**src/rtl/lwc_pkg.sv**
```systemverilog
package lwc_pkg;
    localparam int BLK_W     = 64;
    localparam int KEY_W     = 80;
    localparam int NIB_W     = 4;
    localparam int NIBBLES   = BLK_W / NIB_W;
    localparam int KEY_ROT   = 61;
    localparam int RCON_W    = 5;
    localparam int RCON_LSB  = 15;
    localparam int PERM_MUL  = BLK_W / NIB_W;

    typedef logic [BLK_W-1:0] blk_t;
    typedef logic [KEY_W-1:0] key_t;
    typedef logic [NIB_W-1:0] nib_t;

    typedef enum logic [1:0] {
        PH_IDLE  = 2'd0,
        PH_ROUND = 2'd1,
        PH_FINAL = 2'd2
    } phase_e;

    function automatic blk_t round_key(input key_t k);
        return k[KEY_W-1 -: BLK_W];
    endfunction
endpackage

```
**src/rtl/lwc_sbox4.sv**
```systemverilog
module lwc_sbox4
    import lwc_pkg::*;
(
    input  nib_t x,
    output nib_t y
);
    logic hi, lo;
    logic [1:0] sel;
    // one 4-leg multiplexer per output bit, legs indexed by the select value
    logic [3:0] leg0, leg1, leg2, leg3;

    assign hi  = x[3];
    assign lo  = x[2];
    assign sel = x[1:0];

    assign leg0 = {~hi,            hi,             ~(hi ^ lo),     hi ^ lo};
    assign leg1 = {~(hi ^ lo),     ~(hi & lo),     hi,             hi & ~lo};
    assign leg2 = {~hi & lo,       ~lo,            ~lo | hi,       ~(hi ^ lo)};
    assign leg3 = {~(hi & lo),     hi ^ lo,        hi & ~lo,       ~hi};

    assign y = {leg3[sel], leg2[sel], leg1[sel], leg0[sel]};
endmodule

```
**src/rtl/lwc_sub_layer.sv**
```systemverilog
module lwc_sub_layer
    import lwc_pkg::*;
(
    input  blk_t din,
    output blk_t dout
);
    for (genvar n = 0; n < NIBBLES; n++) begin : g_nib
        lwc_sbox4 u_sb (
            .x (din[n*NIB_W +: NIB_W]),
            .y (dout[n*NIB_W +: NIB_W])
        );
    end
endmodule

```
**src/rtl/lwc_perm_layer.sv**
```systemverilog
module lwc_perm_layer
    import lwc_pkg::*;
(
    input  blk_t din,
    output blk_t dout
);
    for (genvar i = 0; i < BLK_W - 1; i++) begin : g_bit
        assign dout[(i * PERM_MUL) % (BLK_W - 1)] = din[i];
    end
    assign dout[BLK_W-1] = din[BLK_W-1];
endmodule

```
**src/rtl/lwc_key_sched.sv**
```systemverilog
module lwc_key_sched
    import lwc_pkg::*;
(
    input  key_t              kin,
    input  logic [RCON_W-1:0] rc,
    output key_t              kout
);
    key_t rot;
    nib_t top_sub;

    assign rot = {kin[KEY_W-1-KEY_ROT:0], kin[KEY_W-1:KEY_W-KEY_ROT]};

    lwc_sbox4 u_top_sb (
        .x (rot[KEY_W-1 -: NIB_W]),
        .y (top_sub)
    );

    always_comb begin
        kout = rot;
        kout[KEY_W-1 -: NIB_W] = top_sub;
        kout[RCON_LSB +: RCON_W] = rot[RCON_LSB +: RCON_W] ^ rc;
    end
endmodule

```
**src/rtl/lwc_core.sv**
```systemverilog
module lwc_core
    import lwc_pkg::*;
#(
    parameter int ROUNDS = 31
) (
    input  logic             clk,
    input  logic             rst,
    input  logic             start,
    input  logic [BLK_W-1:0] plaintext,
    input  logic [KEY_W-1:0] key,
    output logic [BLK_W-1:0] ciphertext,
    output logic             busy,
    output logic             done
);
    localparam logic [RCON_W-1:0] LAST_RND = RCON_W'(ROUNDS);

    phase_e            phase_q;
    blk_t              state_q;
    key_t              key_q;
    logic [RCON_W-1:0] rnd_q;

    blk_t mixed, sub_out, perm_out;
    key_t key_nx;

    assign mixed = state_q ^ round_key(key_q);

    lwc_sub_layer u_sub (
        .din  (mixed),
        .dout (sub_out)
    );

    lwc_perm_layer u_perm (
        .din  (sub_out),
        .dout (perm_out)
    );

    lwc_key_sched u_ks (
        .kin  (key_q),
        .rc   (rnd_q),
        .kout (key_nx)
    );

    always_ff @(posedge clk) begin
        if (rst) begin
            phase_q    <= PH_IDLE;
            state_q    <= '0;
            key_q      <= '0;
            rnd_q      <= '0;
            ciphertext <= '0;
            done       <= 1'b0;
        end else begin
            done <= 1'b0;
            case (phase_q)
                PH_IDLE: begin
                    if (start) begin
                        state_q <= plaintext;
                        key_q   <= key;
                        rnd_q   <= RCON_W'(1);
                        phase_q <= PH_ROUND;
                    end
                end
                PH_ROUND: begin
                    state_q <= perm_out;
                    key_q   <= key_nx;
                    rnd_q   <= rnd_q + 1'b1;
                    if (rnd_q == LAST_RND) begin
                        phase_q <= PH_FINAL;
                    end
                end
                PH_FINAL: begin
                    ciphertext <= mixed;
                    done       <= 1'b1;
                    phase_q    <= PH_IDLE;
                end
                default: phase_q <= PH_IDLE;
            endcase
        end
    end

    assign busy = (phase_q != PH_IDLE);
endmodule

```
**config.mk**
```make
export PLATFORM = sky130hd
export DESIGN_NAME = lwc_core
export DESIGN_NICKNAME = d
export VERILOG_FILES = /design/src/rtl/lwc_pkg.sv /design/src/rtl/lwc_sbox4.sv /design/src/rtl/lwc_sub_layer.sv /design/src/rtl/lwc_perm_layer.sv /design/src/rtl/lwc_key_sched.sv /design/src/rtl/lwc_core.sv
export SDC_FILE = /design/constraint.sdc
export NUM_CORES = 1
export LEC_CHECK = 0
export BUFFER_PORTS_ARGS = -buffer_cell sky130_fd_sc_hd__buf_2
export CORE_UTILIZATION = 40
export DETAILED_ROUTE_END_ITERATION = 10
export GPL_ROUTABILITY_DRIVEN = 1
export PLACE_DENSITY = 0.74
export SYNTH_ARGS = -nofsm -noshare
export SYNTH_HDL_FRONTEND = slang
export SYNTH_SLANG_ARGS = --single-unit
```
**constraint.sdc**
```tcl
create_clock -name clk -period 2 [get_ports clk]
set_input_delay 0.4 -clock clk [delete_from_list [all_inputs] [get_ports clk]]
set_output_delay 0.4 -clock clk [all_outputs]
set_load 0.02 [all_outputs]
```
==> results.tsv <==
stage	metric	value	unit
sta	setup_viol	0	
clocking	clk_latency	530	ps
floorplan	initial_core_util	41.11	%
sta	drv_slew	0	
setup_path	crit_chain	xnor2_2, inv_1, ha_1, mux4_2, mux2_4, a22o_1	
routing	wl_met2	18.30	mm
cells_and_area	synthToLayoutAreaGrowth	25.86	%
sta	max_slew_margin	56.42	%
setup_path	cp_top_family	multiplexers	
sta	tightest_slew	649.0	ps
power_and_ir_drop	p_sw_share	32.24	%
routing	wl_met1	16.88	mm
synthesis	yosys_warnings	0	
sta	holdWs	117.9	ps
floorplan	design.die.area	30600	um2
setup_path	max_stage_delay	480	ps
cells_and_area	final_util	51.75	%
sta	post-route-period-util	99.42	%
synthesis	syn_nets	1591	
routing	route.vias.total	11412	
synthesis	synth_edf_count	0	
synthesis	synth.avg_cell_area	8.705	um2
floorplan	row_count	62	
cells_and_area	final_nets	1824	
placement	gp_congestion	0.9588	
clocking	cts_sinks	216	
routing	firstDrtPassIters	5	
synthesis	synth_top_area_share	36.15	%
sta	fin_crit	1988	ps
routing	avgRoutedWirePerCell	20.85	um
clocking	ctsHtreeMaxLevel	1	
clocking	clk_pin_slew	60	ps
clocking	cts_root_buffer	clkbuf_16	
setup_path	cp_slowest_cell	mux4_2	
routing	routed_via_density	5.686	
placement	dp_hpwl	32.19	mm
power_and_ir_drop	p_leak	6.506	nW
setup_path	cp.buffers_inverters	1	
flow_run	drv_cap	0	
cells_and_area	antenna_cells	0	
power_and_ir_drop	p_sw	4.678	mW
worst_hold_path	hp-class	in2reg	
routing	routed_wl	41.85	mm
placement	dp.cells	1963	
synthesis	async_flop_share	0	%
power_and_ir_drop	p_seq_share	35.0	%
global_route	grt_pass1_vias	10820	
sta	hold_violations	0	
clocking	ctsLongestPathBuffers	3	
synthesis	ys_types	48	
routing	top_layer	met4	
power_and_ir_drop	powerDensity	963.7	nW/um2
floorplan	core	29090	um2
cells_and_area	fillers	2650	
clocking	hold_buffers	0	
routing	met3_wirelength	4.873	mm
cells_and_area	final-instance-count-excl-fill	2007	
synthesis	synth_seq_area_share	36.15	%
routing	ant_nets	0	
global_route	gr-total-overflow	0	
clocking	cts_buffers	24	
global_route	track_usage	27.06	%
synthesis	synth_top_cell_by_area	dfxtp_1	
setup_path	critPathArrivalTime	2400	ps
routing	drtIter0Drc	1217	
synthesis	synth_area_leaders	dfxtp_1, mux4_2, nand2_1	
setup_path	startpoint_type	flop	
clocking	cts_tree	built	
setup_path	required	2410	ps
sta	finClkSkew	11.47	ps
routing	drc	0	
outcome	outcome	completed	
floorplan	fp.dieW	174.9	um
global_route	grt_pass1_wl	62.99	mm
synthesis	syn_area	11960	um2
sta	fmax	0.5029	GHz
synthesis	synth-seq-cells	216	
setup_path	worst-setup-path-type	reg2reg	
synthesis	yosys-top-cells-count	nand2_1, nor2_1, dfxtp_1	
power_and_ir_drop	clockPowerShare	33.9	%
sta	setup_tns	0	ps
cells_and_area	drive_gt1_share	26.93	%
floorplan	die_y	174.9	um
global_route	grt_start_max_net_pins	81	
placement	portBuffers	212	
power_and_ir_drop	pwr-share-comb	31.1	%
synthesis	netlist_instances	1374	
setup_path	path_max_fanout	3	
power_and_ir_drop	p_int	9.829	mW
synthesis	ys.flop_type	dfxtp_1	
power_and_ir_drop	ir_worst_vdd	0.6074	mV
floorplan	ioPinCount	213	
setup_path	critPathCaptureType	flop	
synthesis	yosysMostFrequentCell	nand2_1	
global_route	antenna_found_initial	0	
metal layers:
metal  global-route usage (%)  vias up
met4                    11.38        0
met3                    6.288       96
met5                        0        -
met1                    36.69     5389
met2                    41.17      659
li1                         -     5268
kinds of logic (layout without fill, tap and decap cells):
group,after synthesis,in the layout,synth area share [%]
buf+inv,183,432,6.036
compound gates,255,255,16.47
flops,216,216,36.15
fa+ha+maj,70,70,7.323
mux,89,89,12.23
xor+xnor,73,73,5.973
simple gates,488,488,15.82
placed cells by master, fill, tap and decap left out, types with 3 or more instances in the layout:
cell type and instances:
a211oi_1 83, a32o_1 4, xor2_1 18, bufinv_16 5
a2111oi_0 3, clkbuf_8 4, xor2_2 14, nor2_1 222
inv_1 79, o31ai_1 4, a21oi_1 25, clkinv_2 5
ha_1 69, xnor2_1 31, nand3_1 3, nand2_1 240
dfxtp_1 208, mux2_1 19, buf_4 83, a22oi_1 5
mux4_2 42, xnor2_2 8, buf_2 211, nor3_1 10
dfxtp_2 7, clkbuf_16 25, buf_12 14, mux2i_1 24
a311oi_1 99, o22ai_1 16, o21ai_0 4, o2111ai_1 4
sequential cells by signal, indices dropped and copies added, names as in the netlist:
register	count
ciphertext	64
key_q	80
state_q	64
phase_q	2
done	1
rnd_q	5
per-stage QoR:
| stage | setup WS, ps | power (mW) | area, um2 |
|---|---|---|---|
| 4_1_cts | 9.684 | 14.40 | 14920 |
| 5_1_grt | -34.30 | 15.10 | 15050 |
| 2_1_floorplan | 16.05 | 7.806 | 11960 |
| 3_3_place_gp | 7.436 | 9.291 | 14010 |
| 3_5_place_dp | -18.49 | 9.488 | 14010 |
| 6_report | 11.66 | 14.51 | 15050 |
worst register-to-register path: cells and delay by family, from the launching register on:
| family | cells | cell delay, ps |
|---|---|---|
| adder cells (fa/ha/maj) | 1 | 290 |
| XOR/XNOR | 1 | 160 |
| buffers and inverters | 1 | 100 |
| AO/OA/AOI/OAI | 1 | 240 |
| flip-flops | 1 | 330 |
| multiplexers | 2 | 750 |
worst paths after layout:
path	from	endpoint	slack, ps	cells after the start
max	state_q[22]	state_q[53]	10	6
min	key[16]	key_q[16]	120	3
max reg2reg	state_q[22]	state_q[53]	10	6
min reg2reg	key_q[13]	key_q[74]	460	2
final cells by class:
| type | instances | area (um2) | share of cell area (%) |
|---|---|---|---|
| clock inverter | 12 | 192.7 | 1.280 |
| inverter | 81 | 304.0 | 2.020 |
| clock buffer | 30 | 684.4 | 4.547 |
| timing repair buffer | 309 | 1971 | 13.09 |
| tap | 384 | 480.5 | 3.192 |
| multi-input combinational | 975 | 7084 | 47.06 |
| sequential | 216 | 4337 | 28.81 |
timing repair:
action | 4_1_cts | 5_1_grt
setup buffers | 2 | 0
cloned | 0 | 0
gates resized for setup | 2 | 26
hold endpoints to repair | 0 | 0
setup endpoints to repair | 5 | 37
pin swaps | 2 | 2
power groups by stage:
stage          clock, mW  sequential, mW  combinational, mW
2_1_floorplan          0            4.95               2.85
3_3_place_gp           0            5.10               4.19
3_5_place_dp           0            5.12               4.37
4_1_cts             4.95            5.03               4.42
5_1_grt             5.13            5.09               4.88
6_report            4.92            5.08               4.51
(Power assumes the default switching activity.)
